--- config.mk ---
export PLATFORM = sky130hd
export DESIGN_NAME = syscall_xfer_unit
export DESIGN_NICKNAME = d
export VERILOG_FILES = /design/src/rtl/sxu_pkg.sv /design/src/rtl/sxu_canon_chk.sv /design/src/rtl/sxu_flag_xform.sv /design/src/rtl/sxu_sel_pick.sv /design/src/rtl/syscall_xfer_unit.sv
export SDC_FILE = /design/constraint.sdc
export NUM_CORES = 1
export LEC_CHECK = 0
export ABC_AREA = 1
export CAP_MARGIN = 40
export CORE_AREA = 2 2 424 426
export CTS_BUF_LIST = sky130_fd_sc_hd__clkbuf_2
export CTS_CLUSTER_DIAMETER = 120
export DETAILED_ROUTE_END_ITERATION = 7
export DIE_AREA = 0 0 426 428
export SYNTH_ARGS = -nofsm -noshare
export SYNTH_HDL_FRONTEND = slang
export SYNTH_SLANG_ARGS = --single-unit
--- constraint.sdc ---
create_clock -name clk -period 3.5 [get_ports clk]
set_input_delay 1.05 -clock clk [delete_from_list [all_inputs] [get_ports clk]]
set_output_delay 1.05 -clock clk [all_outputs]
set_load 0.02 [all_outputs]
--- src/rtl/sxu_pkg.sv ---
package sxu_pkg;

    typedef enum logic [1:0] {
        OP_CALL = 2'd0,
        OP_RET  = 2'd1,
        OP_SWAP = 2'd2,
        OP_RSVD = 2'd3
    } sxu_op_e;

    localparam logic [7:0] VEC_INV_OP = 8'd6;
    localparam logic [7:0] VEC_PROT   = 8'd13;

    localparam logic [1:0] CPL_KERN = 2'd0;
    localparam logic [1:0] CPL_USER = 2'd3;

endpackage

--- src/rtl/sxu_canon_chk.sv ---
module sxu_canon_chk #(
    parameter int ADDR_W  = 64,
    parameter int VA_BITS = 48
) (
    input  logic [ADDR_W-VA_BITS:0] addr_hi,
    output logic                    canon_ok
);
    // addr_hi carries bits [ADDR_W-1:VA_BITS-1]; canonical when all equal
    assign canon_ok = (&addr_hi) | ~(|addr_hi);
endmodule

--- src/rtl/sxu_flag_xform.sv ---
module sxu_flag_xform #(
    parameter int ADDR_W = 64,
    parameter int IF_BIT = 9
) (
    input  logic [ADDR_W-1:0] cur_flags,
    input  logic [ADDR_W-1:0] entry_mask,
    input  logic [ADDR_W-1:0] saved_flags,
    output logic [ADDR_W-1:0] entry_flags,
    output logic [ADDR_W-1:0] exit_flags
);
    localparam logic [ADDR_W-1:0] FORCE_SET = ADDR_W'(1) << IF_BIT;

    assign entry_flags = cur_flags & ~entry_mask;
    assign exit_flags  = saved_flags | FORCE_SET;
endmodule

--- src/rtl/sxu_sel_pick.sv ---
module sxu_sel_pick #(
    parameter int SEL_W   = 16,
    parameter int SS_STEP = 8
) (
    input  logic [2*SEL_W-1:0]        sel_hi,
    output logic [1:0][SEL_W-1:0]     code_sel,
    output logic [1:0][SEL_W-1:0]     stk_sel
);
    // index 0: kernel field, index 1: user field
    for (genvar g = 0; g < 2; g++) begin : g_field
        localparam int LSB = g * SEL_W;
        assign code_sel[g] = sel_hi[LSB +: SEL_W];
        assign stk_sel[g]  = sel_hi[LSB +: SEL_W] + SEL_W'(SS_STEP);
    end
endmodule

--- src/rtl/syscall_xfer_unit.sv ---
module syscall_xfer_unit
    import sxu_pkg::*;
#(
    parameter int ADDR_W  = 64,
    parameter int VA_BITS = 48,
    parameter int SEL_W   = 16,
    parameter int SS_STEP = 8,
    parameter int EN_BIT  = 8,
    parameter int IF_BIT  = 9
) (
    input  logic              clk,
    input  logic              rst_n,
    input  logic              op_valid_i,
    input  logic [1:0]        op_kind_i,
    input  logic [ADDR_W-1:0] next_ip_i,
    input  logic [ADDR_W-1:0] flags_i,
    input  logic [ADDR_W-1:0] rcx_i,
    input  logic [ADDR_W-1:0] r11_i,
    input  logic [ADDR_W-1:0] ext_feat_i,
    input  logic [4*SEL_W-1:0] sel_cfg_i,
    input  logic [ADDR_W-1:0] entry_addr_i,
    input  logic [ADDR_W-1:0] flag_mask_i,
    input  logic [ADDR_W-1:0] gs_base_i,
    input  logic [ADDR_W-1:0] kgs_base_i,
    output logic [ADDR_W-1:0] ip_o,
    output logic [ADDR_W-1:0] flags_o,
    output logic [SEL_W-1:0]  cs_o,
    output logic [SEL_W-1:0]  ss_o,
    output logic [1:0]        cpl_o,
    output logic [ADDR_W-1:0] rcx_wr_o,
    output logic [ADDR_W-1:0] r11_wr_o,
    output logic              scratch_we_o,
    output logic [ADDR_W-1:0] gs_base_o,
    output logic [ADDR_W-1:0] kgs_base_o,
    output logic              done_o,
    output logic              fault_o,
    output logic [7:0]        fault_vec_o
);

    localparam int CFG_W = 4 * SEL_W;

    typedef struct packed {
        logic [ADDR_W-1:0] ip;
        logic [ADDR_W-1:0] flags;
        logic [ADDR_W-1:0] rcx_val;
        logic [ADDR_W-1:0] r11_val;
        logic [ADDR_W-1:0] gs;
        logic [ADDR_W-1:0] kgs;
        logic [SEL_W-1:0]  cs;
        logic [SEL_W-1:0]  ss;
        logic [1:0]        cpl;
        logic              we;
        logic              done;
        logic              fault;
        logic [7:0]        vec;
    } xfer_st_t;

    xfer_st_t st_d, st_q;

    logic                    sce_d;
    logic                    canon_ok_d;
    logic [ADDR_W-1:0]       entry_flags_d, exit_flags_d;
    logic [1:0][SEL_W-1:0]   code_sel_d, stk_sel_d;
    logic                    unused_cfg;

    assign sce_d      = ext_feat_i[EN_BIT];
    assign unused_cfg = ^{ext_feat_i, sel_cfg_i[2*SEL_W-1:0]};

    sxu_canon_chk #(.ADDR_W(ADDR_W), .VA_BITS(VA_BITS)) i_canon (
        .addr_hi  (rcx_i[ADDR_W-1:VA_BITS-1]),
        .canon_ok (canon_ok_d)
    );

    sxu_flag_xform #(.ADDR_W(ADDR_W), .IF_BIT(IF_BIT)) i_flags (
        .cur_flags   (flags_i),
        .entry_mask  (flag_mask_i),
        .saved_flags (r11_i),
        .entry_flags (entry_flags_d),
        .exit_flags  (exit_flags_d)
    );

    sxu_sel_pick #(.SEL_W(SEL_W), .SS_STEP(SS_STEP)) i_sel (
        .sel_hi   (sel_cfg_i[CFG_W-1:2*SEL_W]),
        .code_sel (code_sel_d),
        .stk_sel  (stk_sel_d)
    );

    always_comb begin
        st_d       = st_q;
        st_d.we    = 1'b0;
        st_d.done  = 1'b0;
        st_d.fault = 1'b0;
        st_d.vec   = 8'd0;
        if (op_valid_i) begin
            case (sxu_op_e'(op_kind_i))
                OP_CALL: begin
                    if (!sce_d) begin
                        st_d.fault = 1'b1;
                        st_d.vec   = VEC_INV_OP;
                    end else begin
                        st_d.rcx_val = next_ip_i;
                        st_d.r11_val = flags_i;
                        st_d.we      = 1'b1;
                        st_d.ip      = entry_addr_i;
                        st_d.flags   = entry_flags_d;
                        st_d.cs      = code_sel_d[0];
                        st_d.ss      = stk_sel_d[0];
                        st_d.cpl     = CPL_KERN;
                        st_d.done    = 1'b1;
                    end
                end
                OP_RET: begin
                    if (!sce_d) begin
                        st_d.fault = 1'b1;
                        st_d.vec   = VEC_INV_OP;
                    end else if ((st_q.cpl != CPL_KERN) || !canon_ok_d) begin
                        st_d.fault = 1'b1;
                        st_d.vec   = VEC_PROT;
                    end else begin
                        st_d.ip    = rcx_i;
                        st_d.flags = exit_flags_d;
                        st_d.cs    = code_sel_d[1];
                        st_d.ss    = stk_sel_d[1];
                        st_d.cpl   = CPL_USER;
                        st_d.done  = 1'b1;
                    end
                end
                OP_SWAP: begin
                    if (st_q.cpl != CPL_KERN) begin
                        st_d.fault = 1'b1;
                        st_d.vec   = VEC_PROT;
                    end else begin
                        st_d.gs   = kgs_base_i;
                        st_d.kgs  = gs_base_i;
                        st_d.done = 1'b1;
                    end
                end
                default: begin
                    st_d.fault = 1'b1;
                    st_d.vec   = VEC_INV_OP;
                end
            endcase
        end
    end

    always_ff @(posedge clk) begin
        if (!rst_n) begin
            st_q <= '0;
        end else begin
            st_q <= st_d;
        end
    end

    assign ip_o         = st_q.ip;
    assign flags_o      = st_q.flags;
    assign cs_o         = st_q.cs;
    assign ss_o         = st_q.ss;
    assign cpl_o        = st_q.cpl;
    assign rcx_wr_o     = st_q.rcx_val;
    assign r11_wr_o     = st_q.r11_val;
    assign scratch_we_o = st_q.we;
    assign gs_base_o    = st_q.gs;
    assign kgs_base_o   = st_q.kgs;
    assign done_o       = st_q.done;
    assign fault_o      = st_q.fault;
    assign fault_vec_o  = st_q.vec;

    // ---------------- assertions ----------------
    assert_one_outcome_R10: assert property (@(posedge clk) disable iff (!rst_n)
        op_valid_i |=> (done_o ^ fault_o));

    assert_no_spurious_R10: assert property (@(posedge clk) disable iff (!rst_n)
        !op_valid_i |=> (!done_o && !fault_o));

    assert_fault_keeps_state_R7: assert property (@(posedge clk) disable iff (!rst_n)
        fault_o |-> ($stable(cs_o) && $stable(ss_o) && $stable(cpl_o) && $stable(ip_o)));

    assert_call_to_kernel_R4: assert property (@(posedge clk) disable iff (!rst_n)
        (op_valid_i && op_kind_i == OP_CALL) |=> (done_o |-> (cpl_o == CPL_KERN && ss_o == cs_o + SEL_W'(SS_STEP))));

    assert_ret_canonical_R7: assert property (@(posedge clk) disable iff (!rst_n)
        (op_valid_i && op_kind_i == OP_RET) |=> (done_o |-> (ip_o[ADDR_W-1:VA_BITS-1] == '0 || ip_o[ADDR_W-1:VA_BITS-1] == '1)));

    assert_ret_if_set_R5: assert property (@(posedge clk) disable iff (!rst_n)
        (op_valid_i && op_kind_i == OP_RET) |=> (done_o |-> (flags_o[IF_BIT] && cpl_o == CPL_USER)));

    assert_swap_kernel_only_R9: assert property (@(posedge clk) disable iff (!rst_n)
        (op_valid_i && op_kind_i == OP_SWAP && cpl_o != CPL_KERN) |=> (fault_o && fault_vec_o == VEC_PROT));

    assert_vec_quiet_R10: assert property (@(posedge clk) disable iff (!rst_n)
        !fault_o |-> (fault_vec_o == 8'd0));

endmodule

==> results.json, run 1 <==
{
  "outcome": "complete, no violations",
  "drive_gt1_share_pct": 20.8,
  "drtPass1Iterations": 6,
  "die_x_um": 426,
  "wl_met3_um": 8560,
  "netlist_area_mm2": 0.0179,
  "post-route-util_pct": 20.3,
  "gp_congestion": 0.922,
  "ys_ff_latch": 419,
  "yosysSeqAreaShare_pct": 46.8,
  "die-area_mm2": 0.182,
  "regArea_mm2": 0.00857,
  "power.density_mw_per_mm2": 330,
  "m1WireLength_um": 41000,
  "syn2layout_area_growth_pct": 101,
  "fin_tns_setup_ns": 0,
  "critPathMaxStageDelay_ns": 0.41,
  "cap_viol_max_count": 0,
  "critPathTopFamily": "flip-flops",
  "final_cells": 6527,
  "path_cells": "buf_6",
  "crit_arrival_ns": 2.05,
  "grt.total_usage_pct": 11.9,
  "clockRootBuffer": "clkbuf_2",
  "clock_latency_ns": 1.52,
  "clockBufferDepth": 3,
  "dr_wl_met2_um": 57200,
  "power_mw": 11.9,
  "place_inst": 5796,
  "dp_hpwl_um": 83500,
  "n_fill_cell": 19812,
  "grt_pass1_vias": 23471,
  "cts_inserted_buffers": 133,
  "drc_errors": 0,
  "drtIter0Drc": 1552,
  "mostFrequentLayoutCells": "nor2_1 (597), clkdlybuf4s50_1 (547), nand2_1 (503)",
  "clkSinkCount": 419,
  "start_util_pct": 10.1,
  "crit_path_end_kind": "output pin",
  "multi_input_area_mm2": 0.00816,
  "top_layer_used": "met5",
  "grt_max_degree": 134,
  "finalCriticalPeriod_ns": 3.10,
  "worst-slew-pin-transition_ns": 1.09,
  "numPortBuffers": 973,
  "slowest_stage": "dfxtp_4",
  "fmax_mhz": 322,
  "crit_path_max_fanout": 2,
  "routed_wl_um": 113000,
  "p_leak_nw": 15.5,
  "netlist_instances": 2586,
  "viasPerCell": 3.62,
  "vias": 23648,
  "yosysWarnings": 0,
  "core_mm2": 0.178,
  "cp.required_ns": 2.45,
  "hp-class": "in -> reg",
  "wire_per_inst_um": 17.3,
  "die_y_um": 428,
  "hold_violations": 0,
  "relSlewSlack_pct": 27.1,
  "worst_hold_slack_ns": 0.361,
  "fin_skew_ns": 0.0852,
  "path_clk_slew_ns": 0.09,
  "period_share_pct": 88.7,
  "path_buf_inv": 1,
  "fp-row-count": 155,
  "grt_pass1_wl_um": 158000,
  "cts_tree": "yes",
  "io_pins": 1074,
  "critPathKind": "reg -> out",
  "antenna_found_initial": 21,
  "drv_slew": 0,
  "drtAntennaViolNets": 0,
  "overflow": 0,
  "netlist-cell-type-count": 29,
  "layout_commonest_cell": "nor2_1",
  "startpoint_type": "flop",
  "setup_violations": 0,
  "h-tree-depth": 4,
  "final_net_count": 4715,
  "ir_worst_vdd_mv": 0.278,
  "avgSynthCellArea_um2": 6.94
}
-- path summary, 6_finish.rpt --
path / from / to / slack, ns / cells past startpoint
worst max-delay path: gs_base_o[63]$_SDFFE_PN0P_ / gs_base_o[63] / 0.40 / 1
worst min-delay path: flags_i[22] / r11_wr_o[22]$_SDFFE_PN0P_ / 0.36 / 3
worst max register to register: cpl_o[0]$_SDFFE_PN0P_ / kgs_base_o[46]$_SDFFE_PN0P_ / 1.27 / 8
worst min register to register: rcx_wr_o[33]$_SDFFE_PN0P_ / rcx_wr_o[33]$_SDFFE_PN0P_ / 0.46 / 2
-- cells in the mapped netlist, drive strengths merged --
cell / instances / area, um2
nor2: 600 / 2270
nand2: 506 / 1900
dfxtp: 419 / 8390
a21oi: 262 / 1310
nand3: 220 / 1100
o21ai: 144 / 721
inv: 129 / 484
clkbuf: 118 / 444
buf: 88 / 504
a22o: 69 / 604
o22ai: 10 / 62.6
nor3: 7 / 46.3
nand4: 5 / 31.3
ha: 2 / 25.0
xor2: 2 / 17.5
a31oi: 1 / 6.26
a32oi: 1 / 8.76
conb: 1 / 3.75
nand3b: 1 / 7.51
or2: 1 / 6.26
-- report_power, final --
group | switching [mW] | total, mW | internal, mW
Sequential | 0.113 | 5.07 | 4.96
Clock | 2.54 | 4.03 | 1.49
Combinational | 1.33 | 2.80 | 1.48
Total | 3.98 | 11.9 | 7.93
-- registers in the layout, summed over array words and instances (netlist names) --
name          cells
ip_o             64
fault_vec_o       3
scratch_we_o      1
gs_base_o        64
cs_o             16
kgs_base_o       64
flags_o          64
rcx_wr_o         64
r11_wr_o         64
cpl_o             1
ss_o             13
done_o            1
-- repair_timing --
item | in CTS | in global routing
endpoints found under the setup margin | 425 | 0
hold endpoints to repair | 398 | 0
buffers inserted | 1 | 0
gates resized for setup | 2280 | 0
hold buffers | 491 | 0
-- stage by stage --
step / worst slack (ns) / cell area [um2]
after floorplan: 1.22 / 18000
after global placement: 0.0602 / 30700
after detailed placement: 0.0675 / 30700
after CTS: -0.105 / 36000
after global routing: -0.00449 / 36000
final: 0.396 / 36000
-- metal layers --
metal  up-vias  track usage (%)
met3       276             3.67
met4        18             6.82
met2      1012             21.0
li1      11379                -
met5         -                0
met1     10963             12.4
-- cells by family after synthesis --
logic type	synth area share (%)
compound gates	15.1
xor+xnor	0.0976
fa+ha+maj	0.139
buf+inv	7.98
flops	46.8
other cells	0.0209
simple gates	29.9
-- cell type report --
cell class	count	area share (%)
inverter	129	1.37
tap	2355	8.18
clock buffer	177	2.46
multi-input combinational	1835	22.6
sequential	419	23.8
timing repair buffer	1550	40.7
clock inverter	47	0.726
antenna	15	0.104
(Power assumes the default switching activity.)
==> inputs of run 2 (changes only) <==
CORE_AREA = 3 3 412 414   (was 2 2 424 426)
DIE_AREA = 0 0 415 417   (was 0 0 426 428)
==> run 2 against run 1 <==
Net effect:
- die area fell by 5.1%
- critical path type unchanged
- via count is 2.9% higher
- first-iteration DRC count grew 10%
- final cell count decreased by 1.8%
- worst setup slack worse by 0.13 ns
- non-clock buffer count rose by 13
- largest cell class unchanged
- total power rose by 3.7%
==> results.json, run 2 (synthesis results as in run 1) <==
{
  "die_y_um": 417,
  "outcome": "complete, no violations",
  "crit_path_max_fanout": 2,
  "finalWorstSetupSlack_ns": 0.267,
  "dp_hpwl_um": 103000,
  "relSlewSlack_pct": 20.2,
  "grt_max_degree": 129,
  "drtAntennaViolNets": 0,
  "final_net_count": 4728,
  "hp-class": "in -> reg",
  "drv_slew": 0,
  "fp-row-count": 150,
  "finalCriticalPeriod_ns": 3.23,
  "power.density_mw_per_mm2": 333,
  "drtPass1Iterations": 5,
  "mostFrequentLayoutCells": "nor2_1 (597), clkdlybuf4s50_1 (547), dlygate4sd3_1 (512)",
  "fmax_mhz": 309,
  "grt_pass1_wl_um": 183000,
  "viasPerCell": 3.80,
  "vias": 24322,
  "io_pins": 1074,
  "cp.required_ns": 2.45,
  "ir_worst_vdd_mv": 0.294,
  "path_cells": "buf_8",
  "layout_commonest_cell": "nor2_1",
  "period_share_pct": 92.4,
  "antenna_found_initial": 55,
  "critPathKind": "reg -> out",
  "syn2layout_area_growth_pct": 106,
  "numPortBuffers": 973,
  "startpoint_type": "flop",
  "wire_per_inst_um": 20.9,
  "hold_violations": 0,
  "critPathMaxStageDelay_ns": 0.38,
  "die-area_mm2": 0.173,
  "cts_tree": "yes",
  "path_clk_slew_ns": 0.12,
  "dp_slack_ns": -0.116,
  "clockBufferDepth": 3,
  "critPathTopFamily": "flip-flops",
  "fin_skew_ns": 0.0806,
  "grt.total_usage_pct": 14.8,
  "cts_inserted_buffers": 133,
  "clock_latency_ns": 1.58,
  "die_x_um": 415,
  "setup_violations": 0,
  "clkSinkCount": 419,
  "core_mm2": 0.167,
  "n_fill_cell": 18465,
  "h-tree-depth": 4,
  "gp_congestion": 0.902,
  "drive_gt1_share_pct": 23.6,
  "cap_viol_max_count": 0,
  "overflow": 0,
  "routed_wl_um": 134000,
  "dpl_cell_area_mm2": 0.0304,
  "grt_pass1_vias": 24032,
  "drc_errors": 0,
  "slowest_stage": "dfxtp_2",
  "drtIter0Drc": 1710,
  "final_area_mm2": 0.0370,
  "post-route-util_pct": 22.2,
  "clockRootBuffer": "clkbuf_2",
  "crit_arrival_ns": 2.18,
  "start_util_pct": 10.8,
  "path_buf_inv": 1,
  "p_leak_nw": 15.8,
  "worst-slew-pin-transition_ns": 1.20,
  "crit_path_end_kind": "output pin"
}
run 2: layer usage:
metal  vias up  part of all wire, %  global-route usage (%)
met5         -                 0.11                       0
met4        22                  5.0                    7.93
met3       279                   11                    6.60
met2      1122                   47                    24.2
met1     11460                   37                    16.1
li1      11439                    -                       -
run 2: layout make-up:
cell class	count	area, um2	area share [%]
Antenna cell	41	103	0.277
Clock buffer	175	876	2.36
Clock inverter	42	300	0.811
Inverter	129	497	1.34
Multi-Input combinational cell	1835	8160	22.0
Sequential cell	419	8740	23.6
Tap cell	2204	2760	7.44
Timing Repair Buffer	1563	15600	42.1
run 2: final timing paths:
check                              startpoint                         to  slack (ns)  depth (start not counted)
hold / removal                      r11_i[21]   flags_o[21]$_SDFFE_PN0P_        0.33                          5
hold reg to reg     r11_wr_o[50]$_SDFFE_PN0P_  r11_wr_o[50]$_SDFFE_PN0P_        0.47                          2
setup / recovery  kgs_base_o[28]$_SDFFE_PN0P_             kgs_base_o[28]        0.27                          1
setup reg to reg        cpl_o[0]$_SDFFE_PN0P_   flags_o[27]$_SDFFE_PN0P_        1.32                         10
run 2: metrics by stage:
stage / hold slack [ns] / instances / total power, mW / TNS [ns]
after floorplan: 0.541 / 2589 / 6.07 / 0
after global placement: 0.448 / 5635 / 7.60 / -2.34
after detailed placement: 0.452 / 5635 / 7.61 / -2.02
after CTS: 0.00570 / 6367 / 12.6 / -7.32
after global routing: 0.0431 / 6394 / 13.1 / -3.21
final: 0.333 / 6408 / 12.4 / 0
run 2: power by group:
group	internal, mW	switching (mW)
Clock	1.57	2.66
Sequential	4.98	0.131
Combinational	1.57	1.44
Total	8.12	4.23
run 2: worst reg2reg max path, cell delays in order, from the launching register on:
cell	delay, ns
dfxtp_4	0.38
inv_1	0.20
nand3_1	0.14
buf_4	0.18
nand2_4	0.12
buf_12	0.18
buf_4	0.22
nand3_1	0.08
nand2_1	0.07
dlygate4sd3_1	0.55
nor2_1	0.04
run 2: what timing repair did:
item                                     CTS  global route
endpoints found under the setup margin   425             0
endpoints found under the hold margin    409             0
gates resized for setup                 2770             0
hold buffers                             512             0
setup buffers                              3             0
